===== src/rtl/dsi_cmd_pkg.sv =====
package dsi_cmd_pkg;
   localparam int WORD_W   = 32;
   localparam int HDR_W    = 25;
   localparam int LP_BIT   = 24;
   localparam int ST_BUSY  = 16;
   localparam int ST_FIFO  = 17;
   localparam int ST_AVAIL = 18;
   localparam int ST_ERR   = 19;
   localparam int ADR_STATUS = 0;
   localparam int ADR_TX_HDR = 1;
   localparam int ADR_TX_PLD = 2;
   localparam int ADR_RX_HDR = 3;
   localparam int ADR_RX_PLD = 4;

   // data types 0x00..0x0F are short, the rest long
   function automatic logic is_long(input logic [5:0] dt);
      return dt >= 6'h10;
   endfunction
endpackage


===== src/rtl/dsi_cmd_fifo.sv =====
module dsi_cmd_fifo #(
   parameter int W     = 32,
   parameter int DEPTH = 8
) (
   input  logic         clk,
   input  logic         rst_n,
   input  logic         push,
   input  logic [W-1:0] din,
   input  logic         pop,
   output logic [W-1:0] dout,
   output logic         empty,
   output logic         full
);
   localparam int AW = (DEPTH > 1) ? $clog2(DEPTH) : 1;

   generate
      if (DEPTH < 2 || (1 << AW) != DEPTH) begin : g_bad_depth
         $error("dsi_cmd_fifo: DEPTH must be a power of two, at least 2");
      end
   endgenerate

   logic [W-1:0]  mem [DEPTH];
   logic [AW-1:0] wp, rp;
   logic [AW:0]   cnt;
   logic          do_push, do_pop;

   assign empty   = (cnt == '0);
   assign full    = (cnt == (AW+1)'(DEPTH));
   assign do_push = push && !full;
   assign do_pop  = pop && !empty;
   assign dout    = mem[rp];

   always_ff @(posedge clk) begin
      if (!rst_n) begin
         wp  <= '0;
         rp  <= '0;
         cnt <= '0;
      end else begin
         if (do_push) wp <= wp + AW'(1);
         if (do_pop)  rp <= rp + AW'(1);
         if (do_push && !do_pop)      cnt <= cnt + (AW+1)'(1);
         else if (do_pop && !do_push) cnt <= cnt - (AW+1)'(1);
      end
   end

   always_ff @(posedge clk) begin
      if (do_push) mem[wp] <= din;
   end

   // a push into a full FIFO leaves it full, nothing is lost from it
   p_no_overflow_r8: assert property (@(posedge clk) disable iff (!rst_n)
      (full && push && !pop) |=> full);
   // popping an empty FIFO leaves it empty
   p_no_underflow_r12: assert property (@(posedge clk) disable iff (!rst_n)
      (empty && pop && !push) |=> empty);
endmodule


===== src/rtl/dsi_cmd_tx.sv =====
module dsi_cmd_tx
   import dsi_cmd_pkg::*;
#(
   parameter int W = WORD_W
) (
   input  logic             clk,
   input  logic             rst_n,
   input  logic             hdr_wr,
   input  logic [HDR_W-1:0] hdr_in,
   input  logic [W-1:0]     pld_word,
   input  logic             pld_empty,
   output logic             pld_pop,
   output logic             busy,
   output logic             err,
   output logic             tx_valid,
   input  logic             tx_ready,
   output logic [7:0]       tx_data,
   output logic             tx_lp,
   output logic             tx_last
);
   localparam int BPW = W / 8;
   localparam int BW  = (BPW > 1) ? $clog2(BPW) : 1;

   generate
      if (W % 8 != 0 || (1 << BW) != BPW) begin : g_bad_width
         $error("dsi_cmd_tx: word width must hold a power-of-two byte count");
      end
   endgenerate

   typedef enum logic [1:0] {T_IDLE, T_HDR, T_PLD} tx_st_e;

   tx_st_e           st;
   logic [HDR_W-1:0] hdr_q;
   logic [1:0]       hb;
   logic [15:0]      rem;
   logic [BW-1:0]    lane;
   logic             has_pld, fire;
   logic [7:0]       hdr_byte, pld_byte;

   assign has_pld  = is_long(hdr_q[5:0]) && (hdr_q[23:8] != 16'd0);
   assign hdr_byte = hdr_q[{hb, 3'b000} +: 8];
   assign pld_byte = pld_word[{lane, 3'b000} +: 8];

   assign busy     = (st != T_IDLE);
   assign tx_valid = (st == T_HDR) || (st == T_PLD && !pld_empty);
   assign tx_data  = (st == T_PLD) ? pld_byte : hdr_byte;
   assign tx_lp    = hdr_q[LP_BIT];
   assign tx_last  = (st == T_HDR && hb == 2'd2 && !has_pld) ||
                     (st == T_PLD && rem == 16'd1);
   assign fire     = tx_valid && tx_ready;
   assign pld_pop  = fire && (st == T_PLD) &&
                     (lane == BW'(BPW-1) || rem == 16'd1);

   always_ff @(posedge clk) begin
      if (!rst_n) begin
         st    <= T_IDLE;
         hdr_q <= '0;
         hb    <= '0;
         rem   <= '0;
         lane  <= '0;
         err   <= 1'b0;
      end else begin
         if (hdr_wr) begin
            if (st == T_IDLE) begin
               st    <= T_HDR;
               hdr_q <= hdr_in;
               hb    <= '0;
               err   <= 1'b0;
            end else begin
               err <= 1'b1;
            end
         end
         if (fire) begin
            case (st)
               T_HDR: begin
                  if (hb == 2'd2) begin
                     if (has_pld) begin
                        st   <= T_PLD;
                        rem  <= hdr_q[23:8];
                        lane <= '0;
                     end else begin
                        st <= T_IDLE;
                     end
                  end else begin
                     hb <= hb + 2'd1;
                  end
               end
               T_PLD: begin
                  rem  <= rem - 16'd1;
                  lane <= lane + BW'(1);
                  if (rem == 16'd1) st <= T_IDLE;
               end
               default: ;
            endcase
         end
      end
   end

   // an offered byte holds until it is taken
   p_hold_r2: assert property (@(posedge clk) disable iff (!rst_n)
      (tx_valid && !tx_ready) |=> (tx_valid && $stable(tx_data)));
   // busy drops right after the final byte
   p_done_r6: assert property (@(posedge clk) disable iff (!rst_n)
      (tx_valid && tx_ready && tx_last) |=> !busy);
   // header write while busy raises the error flag
   p_reject_r7: assert property (@(posedge clk) disable iff (!rst_n)
      (hdr_wr && busy) |=> err);
endmodule


===== src/rtl/dsi_cmd_rx.sv =====
module dsi_cmd_rx
   import dsi_cmd_pkg::*;
#(
   parameter int W = WORD_W
) (
   input  logic         clk,
   input  logic         rst_n,
   input  logic         rx_valid,
   output logic         rx_ready,
   input  logic [7:0]   rx_data,
   output logic [23:0]  hdr_q,
   output logic         push,
   output logic [W-1:0] push_word,
   input  logic         fifo_full,
   input  logic         pop,
   input  logic         hdr_read,
   output logic         rd_avail
);
   localparam int BPW  = W / 8;
   localparam int BW   = (BPW > 1) ? $clog2(BPW) : 1;
   localparam int WL_W = 17 - BW;

   typedef enum logic {R_HDR, R_PLD} rx_st_e;

   rx_st_e          st;
   logic [1:0]      hb;
   logic [15:0]     rem;
   logic [BW-1:0]   lane;
   logic [W-1:0]    acc, merged;
   logic            pend, fire, hdr_done;
   logic [WL_W-1:0] wleft;
   logic [15:0]     new_wc;

   assign rd_avail  = pend || (wleft != '0);
   assign rx_ready  = (st == R_HDR && !rd_avail) || (st == R_PLD && !fifo_full);
   assign fire      = rx_valid && rx_ready;
   assign hdr_done  = fire && (st == R_HDR) && (hb == 2'd2);
   assign new_wc    = {rx_data, hdr_q[15:8]};
   assign merged    = acc | (W'(rx_data) << {lane, 3'b000});
   assign push      = fire && (st == R_PLD) && (lane == BW'(BPW-1) || rem == 16'd1);
   assign push_word = merged;

   always_ff @(posedge clk) begin
      if (!rst_n) begin
         st    <= R_HDR;
         hb    <= '0;
         hdr_q <= '0;
         rem   <= '0;
         lane  <= '0;
         acc   <= '0;
         pend  <= 1'b0;
         wleft <= '0;
      end else begin
         if (hdr_read) pend <= 1'b0;
         if (pop && wleft != '0) wleft <= wleft - WL_W'(1);
         if (fire) begin
            if (st == R_HDR) begin
               hdr_q[{hb, 3'b000} +: 8] <= rx_data;
               if (hb == 2'd2) begin
                  hb   <= '0;
                  pend <= 1'b1;
                  if (is_long(hdr_q[5:0]) && new_wc != 16'd0) begin
                     st    <= R_PLD;
                     rem   <= new_wc;
                     lane  <= '0;
                     acc   <= '0;
                     wleft <= WL_W'((17'(new_wc) + 17'(BPW-1)) >> BW);
                  end
               end else begin
                  hb <= hb + 2'd1;
               end
            end else begin
               rem  <= rem - 16'd1;
               lane <= lane + BW'(1);
               acc  <= push ? '0 : merged;
               if (rem == 16'd1) st <= R_HDR;
            end
         end
      end
   end

   // a completed header makes read data available
   p_avail_r9: assert property (@(posedge clk) disable iff (!rst_n)
      hdr_done |=> rd_avail);
   // availability falls only after a header read or a payload pop
   p_hold_r11: assert property (@(posedge clk) disable iff (!rst_n)
      (rd_avail && !hdr_read && !pop) |=> rd_avail);
endmodule


===== src/rtl/dsi_cmd_regif.sv =====
module dsi_cmd_regif
   import dsi_cmd_pkg::*;
#(
   parameter int TX_DEPTH = 8,
   parameter int RX_DEPTH = 4,
   parameter int ADDR_W   = 3
) (
   input  logic              clk,
   input  logic              rst_n,
   input  logic              wr_en,
   input  logic [ADDR_W-1:0] wr_addr,
   input  logic [31:0]       wr_data,
   input  logic              rd_en,
   input  logic [ADDR_W-1:0] rd_addr,
   output logic [31:0]       rd_data,
   output logic              tx_valid,
   input  logic              tx_ready,
   output logic [7:0]        tx_data,
   output logic              tx_lp,
   output logic              tx_last,
   input  logic              rx_valid,
   output logic              rx_ready,
   input  logic [7:0]        rx_data
);
   generate
      if (ADDR_W < 3) begin : g_bad_addr
         $error("dsi_cmd_regif: ADDR_W must cover five registers");
      end
   endgenerate

   logic              hdr_wr, pld_wr, hdr_rd, pld_rd;
   logic              txf_pop, txf_empty, txf_full;
   logic [WORD_W-1:0] txf_word;
   logic              busy, err;
   logic              rxf_push, rxf_pop, rxf_empty, rxf_full;
   logic [WORD_W-1:0] rxf_din, rxf_word;
   logic [23:0]       rx_hdr;
   logic              rd_avail;

   assign hdr_wr  = wr_en && (wr_addr == ADDR_W'(ADR_TX_HDR));
   assign pld_wr  = wr_en && (wr_addr == ADDR_W'(ADR_TX_PLD));
   assign hdr_rd  = rd_en && (rd_addr == ADDR_W'(ADR_RX_HDR));
   assign pld_rd  = rd_en && (rd_addr == ADDR_W'(ADR_RX_PLD));
   assign rxf_pop = pld_rd && !rxf_empty;

   dsi_cmd_fifo #(.W(WORD_W), .DEPTH(TX_DEPTH)) u_txf (
      .clk(clk), .rst_n(rst_n), .push(pld_wr), .din(wr_data),
      .pop(txf_pop), .dout(txf_word), .empty(txf_empty), .full(txf_full));

   dsi_cmd_tx #(.W(WORD_W)) u_tx (
      .clk(clk), .rst_n(rst_n), .hdr_wr(hdr_wr), .hdr_in(wr_data[HDR_W-1:0]),
      .pld_word(txf_word), .pld_empty(txf_empty), .pld_pop(txf_pop),
      .busy(busy), .err(err), .tx_valid(tx_valid), .tx_ready(tx_ready),
      .tx_data(tx_data), .tx_lp(tx_lp), .tx_last(tx_last));

   dsi_cmd_rx #(.W(WORD_W)) u_rx (
      .clk(clk), .rst_n(rst_n), .rx_valid(rx_valid), .rx_ready(rx_ready),
      .rx_data(rx_data), .hdr_q(rx_hdr), .push(rxf_push), .push_word(rxf_din),
      .fifo_full(rxf_full), .pop(rxf_pop), .hdr_read(hdr_rd), .rd_avail(rd_avail));

   dsi_cmd_fifo #(.W(WORD_W), .DEPTH(RX_DEPTH)) u_rxf (
      .clk(clk), .rst_n(rst_n), .push(rxf_push), .din(rxf_din),
      .pop(rxf_pop), .dout(rxf_word), .empty(rxf_empty), .full(rxf_full));

   always_comb begin
      rd_data = '0;
      if (rd_addr == ADDR_W'(ADR_STATUS)) begin
         rd_data[ST_BUSY]  = busy;
         rd_data[ST_FIFO]  = !txf_empty;
         rd_data[ST_AVAIL] = rd_avail;
         rd_data[ST_ERR]   = err;
      end else if (rd_addr == ADDR_W'(ADR_RX_HDR)) begin
         rd_data = {8'h00, rx_hdr};
      end else if (rd_addr == ADDR_W'(ADR_RX_PLD)) begin
         rd_data = rxf_empty ? '0 : rxf_word;
      end
   end

   // the transmit FIFO is never popped while the packet path is idle
   p_idle_pop_r3: assert property (@(posedge clk) disable iff (!rst_n)
      !busy |-> !txf_pop);
   // the receive FIFO is never pushed while full
   p_rx_full_r11: assert property (@(posedge clk) disable iff (!rst_n)
      rxf_full |-> !rxf_push);
endmodule


===== config.mk =====
export PLATFORM = sky130hd
export DESIGN_NAME = dsi_cmd_regif
export DESIGN_NICKNAME = d
export VERILOG_FILES = /design/src/rtl/dsi_cmd_pkg.sv /design/src/rtl/dsi_cmd_fifo.sv /design/src/rtl/dsi_cmd_tx.sv /design/src/rtl/dsi_cmd_rx.sv /design/src/rtl/dsi_cmd_regif.sv
export SDC_FILE = /design/constraint.sdc
export NUM_CORES = 1
export LEC_CHECK = 0
export ABC_AREA = 0
export BUFFER_PORTS_ARGS = -buffer_cell sky130_fd_sc_hd__buf_2
export CAP_MARGIN = 20
export CORE_ASPECT_RATIO = 0.8
export CORE_MARGIN = 8
export CORE_UTILIZATION = 56
export DETAILED_ROUTE_END_ITERATION = 10
export PLACE_DENSITY = 0.76
export SETUP_SLACK_MARGIN = 0.15
export SLEW_MARGIN = 20
export SYNTH_ARGS = -nofsm -noshare
export SYNTH_HDL_FRONTEND = slang
export SYNTH_SLANG_ARGS = --single-unit

===== constraint.sdc =====
create_clock -name clk -period 3.77 [get_ports clk]
set_input_delay 0.377 -clock clk [delete_from_list [all_inputs] [get_ports clk]]
set_output_delay 0.377 -clock clk [all_outputs]
set_load 0.05 [all_outputs]

==> impl_metrics.env <==
export IMPL_status="finished, final reports clean"
export IMPL_synth_seq_cells=547
export IMPL_rsz0062_at_grt="no"
export IMPL_ys_warn_count=0
export IMPL_setup_violations=0
export IMPL_crit_type="flop to output pin"
export IMPL_p_leak_nw=8.87
export IMPL_synth_nets=1758
export IMPL_initial_core_util_pct=56.8
export IMPL_root_buffer="clkbuf_16"
export IMPL_setup_tns_ns=0
export IMPL_setup_worst_path_start_class="flop"
export IMPL_met3_usage_pct=4.65
export IMPL_cts_hold_buf=0
export IMPL_clock_sinks=547
export IMPL_synth_top_area_share_pct=50.0
export IMPL_cts_made_buffers=51
export IMPL_io_buffers=95
export IMPL_cp_max_fo=12
export IMPL_wirelength_um=58000
export IMPL_worst_ep_required_time_ns=3.39
export IMPL_finalPower_w=0.0121
export IMPL_drive_gt1_share_pct=19.6
export IMPL_placed_cells=2252
export IMPL_die_w_um=243
export IMPL_yosysTopAreaCell="edfxtp_1"
export IMPL_worstMarginPinSlew_ns=1.02
export IMPL_mappedNetlistArea_mm2=0.0231
export IMPL_worstPathArrival_ns=3.20
export IMPL_finalNonFillerCells=2343
export IMPL_crit_slowest_cell="dfxtp_1"
export IMPL_gp_congestion=0.901
export IMPL_clkTransAtPathRegs_ns=0.06
export IMPL_cts_tree="done"
export IMPL_syn2layout_area_growth_pct=12.9
export IMPL_dieArea_mm2=0.0480
export IMPL_ys_flop_type="edfxtp_1"
export IMPL_clkLatencyLatePin_ns=0.60
export IMPL_antenna_cells=0
export IMPL_grt_max_degree=79
export IMPL_fin_crit_sh_pct=94.8
export IMPL_cap_violations=0
export IMPL_hold_viol_final=0
export IMPL_grt_pass1_wl_um=89200
export IMPL_synth_edf_count=384
export IMPL_relSlewSlack_pct=31.9
export IMPL_synth_most_common_cell="edfxtp_1"
export IMPL_fin_util_pct=64.1
export IMPL_crit_chain="or3_1, o22ai_1, or4_1, a21oi_1, buf_2"
export IMPL_async_reset_ff_share_pct=0
export IMPL_h_tree_depth=2
export IMPL_cts_buffer_depth=3
export IMPL_synth_cell_types=76
export IMPL_cellPowerDensity_mw_per_mm2=464
export IMPL_min_period_ns=3.57
export IMPL_grt_pass1_vias=14982
export IMPL_core_area_mm2=0.0406
export IMPL_end_kind="output pin"
export IMPL_synth_area_top_cells="edfxtp_1, dfxtp_1, mux4_2, nand2_1, a21oi_1"
export IMPL_worst_hold_path_type="primary input to flop"
export IMPL_ys_seq_area_share_pct=64.2
export IMPL_drtAntennaViolNets=0
export IMPL_grt_met2_usage_pct=36.6
export IMPL_vias=15366
export IMPL_fillers=2918
export IMPL_slew_viol_final=0
export IMPL_grt_usage_pct=23.7
export IMPL_fp_dieH_um=198
export IMPL_whs_ns=0.0662
export IMPL_layout_nets=1843
export IMPL_antenna_found_initial=2
export IMPL_syn_area_per_cell_um2=13.8
export IMPL_detail_route_wl_per_cell_um=24.7
export IMPL_dp_hpwl_um=36200
export IMPL_syn_inst=1676
export IMPL_ir_worst_vdd_mv=0.596
export IMPL_max_freq_mhz=280
export IMPL_met1_usage_pct=34.2
export IMPL_num_rows=66
export IMPL_max_stage_delay_ns=0.69
export IMPL_drc=0
export IMPL_viasPerCell=6.56
export IMPL_io_pins=96
export IMPL_drtPass1Iterations=7
export IMPL_grt_overflow=0
export IMPL_drtIter0Drc=1880
export IMPL_grt_busiest_layer="met2"
export IMPL_clock_skew_ns=0.0292
export IMPL_synth_commonest_cells="edfxtp_1, dfxtp_1, nand2_1"
## kinds of logic (layout without fill, tap and decap cells)
logic type                 count (synthesis)  in the layout  share of synthesized area (%)
muxes                                    114            114                           10.2
and+or+nand+nor                          454            454                           9.79
DFF                                      547            547                           64.2
xor gates and xnor gates                  36             36                           1.37
adders and majority gates                 30             30                           1.69
AOI/OAI and AO/OA                        357            357                           10.4
buffers and inverters                    138            261                           2.35
## routing by layer
layer / share of wire (%) / wire length (µm)
met5: 0 / 0
met4: 2.3 / 1350
met3: 10 / 5930
met2: 46 / 26900
met1: 41 / 23800
## through the flow
stage | area [µm²] | worst slack [ns]
floorplan | 23100 | 0.213
global placement | 24300 | 0.283
detailed placement | 24300 | 0.239
CTS | 26000 | 0.193
global route | 26000 | 0.168
finish | 26000 | 0.198
## what timing repair did
action | 4_1_cts | 5_1_grt
setup buffers | 0 | 0
endpoints found under the setup margin | 0 | 1
gates resized for setup | 0 | 5
## where the power goes
part / switching [W] / internal (W)
Clock: 0.00225 / 0.00301
Sequential: 0.0000233 / 0.00642
Combinational: 0.000259 / 0.0000980
## cell type report
cell class,count,area [µm²],area share [%]
clock inverters,23,292,1.12
repair buffers,144,893,3.43
multi-input cells,991,7840,30.1
clock buffers,68,1420,5.47
flip-flops and latches,547,14800,56.9
inverters,26,100,0.385
well taps,544,681,2.62
## layout by cell type, fill, tap and decap left out, drive strengths merged, types with 10 or more instances in the layout
cell,instances
nor3,27
nand3,48
dfxtp,163
a21o,34
nand4,15
xor2,11
mux4,97
or4,14
nand2,136
nor4,28
nor2b,10
mux2i,16
a22oi,35
a21oi,93
or3,13
inv,26
edfxtp,384
o22ai,42
o21ai,38
ha,28
and3,18
clkbuf,68
a22o,20
a211oi,11
nor3b,11
xnor2,25
nor2,95
buf,144
clkinv,17
and2,12
## final timing paths
check	depth (start not counted)	to	slack (ns)	start
worst max-delay path	5	tx_data[3]	0.20	flop
worst min-delay path	1	u_txf.mem[1][30]	0.07	wr_data[30]
worst max register to register	12	u_txf.cnt[3]	0.31	u_tx.rem[6]
worst min register to register	2	u_rx.hdr_q[23]	0.45	u_rx.hdr_q[23]
## worst max-delay path: cells and delay by family (launching register included)
| family | cells | cell delay, ns |
|---|---|---|
| AOI/OAI and AO/OA | 2 | 0.55 |
| DFF | 1 | 0.69 |
| buffers and inverters | 1 | 0.30 |
| and+or+nand+nor | 2 | 1.05 |
## registers in the layout, indices dropped and copies added (netlist names), 4 cells and up, named ones only
register,cells
u_tx.rem,16
u_rxf.mem,128
u_rx.hdr_q,24
u_txf.cnt,4
u_tx.hdr_q,25
u_rx.acc,32
u_rx.rem,16
u_rx.wleft,15
u_txf.mem,256
(Power assumes the default switching activity.)
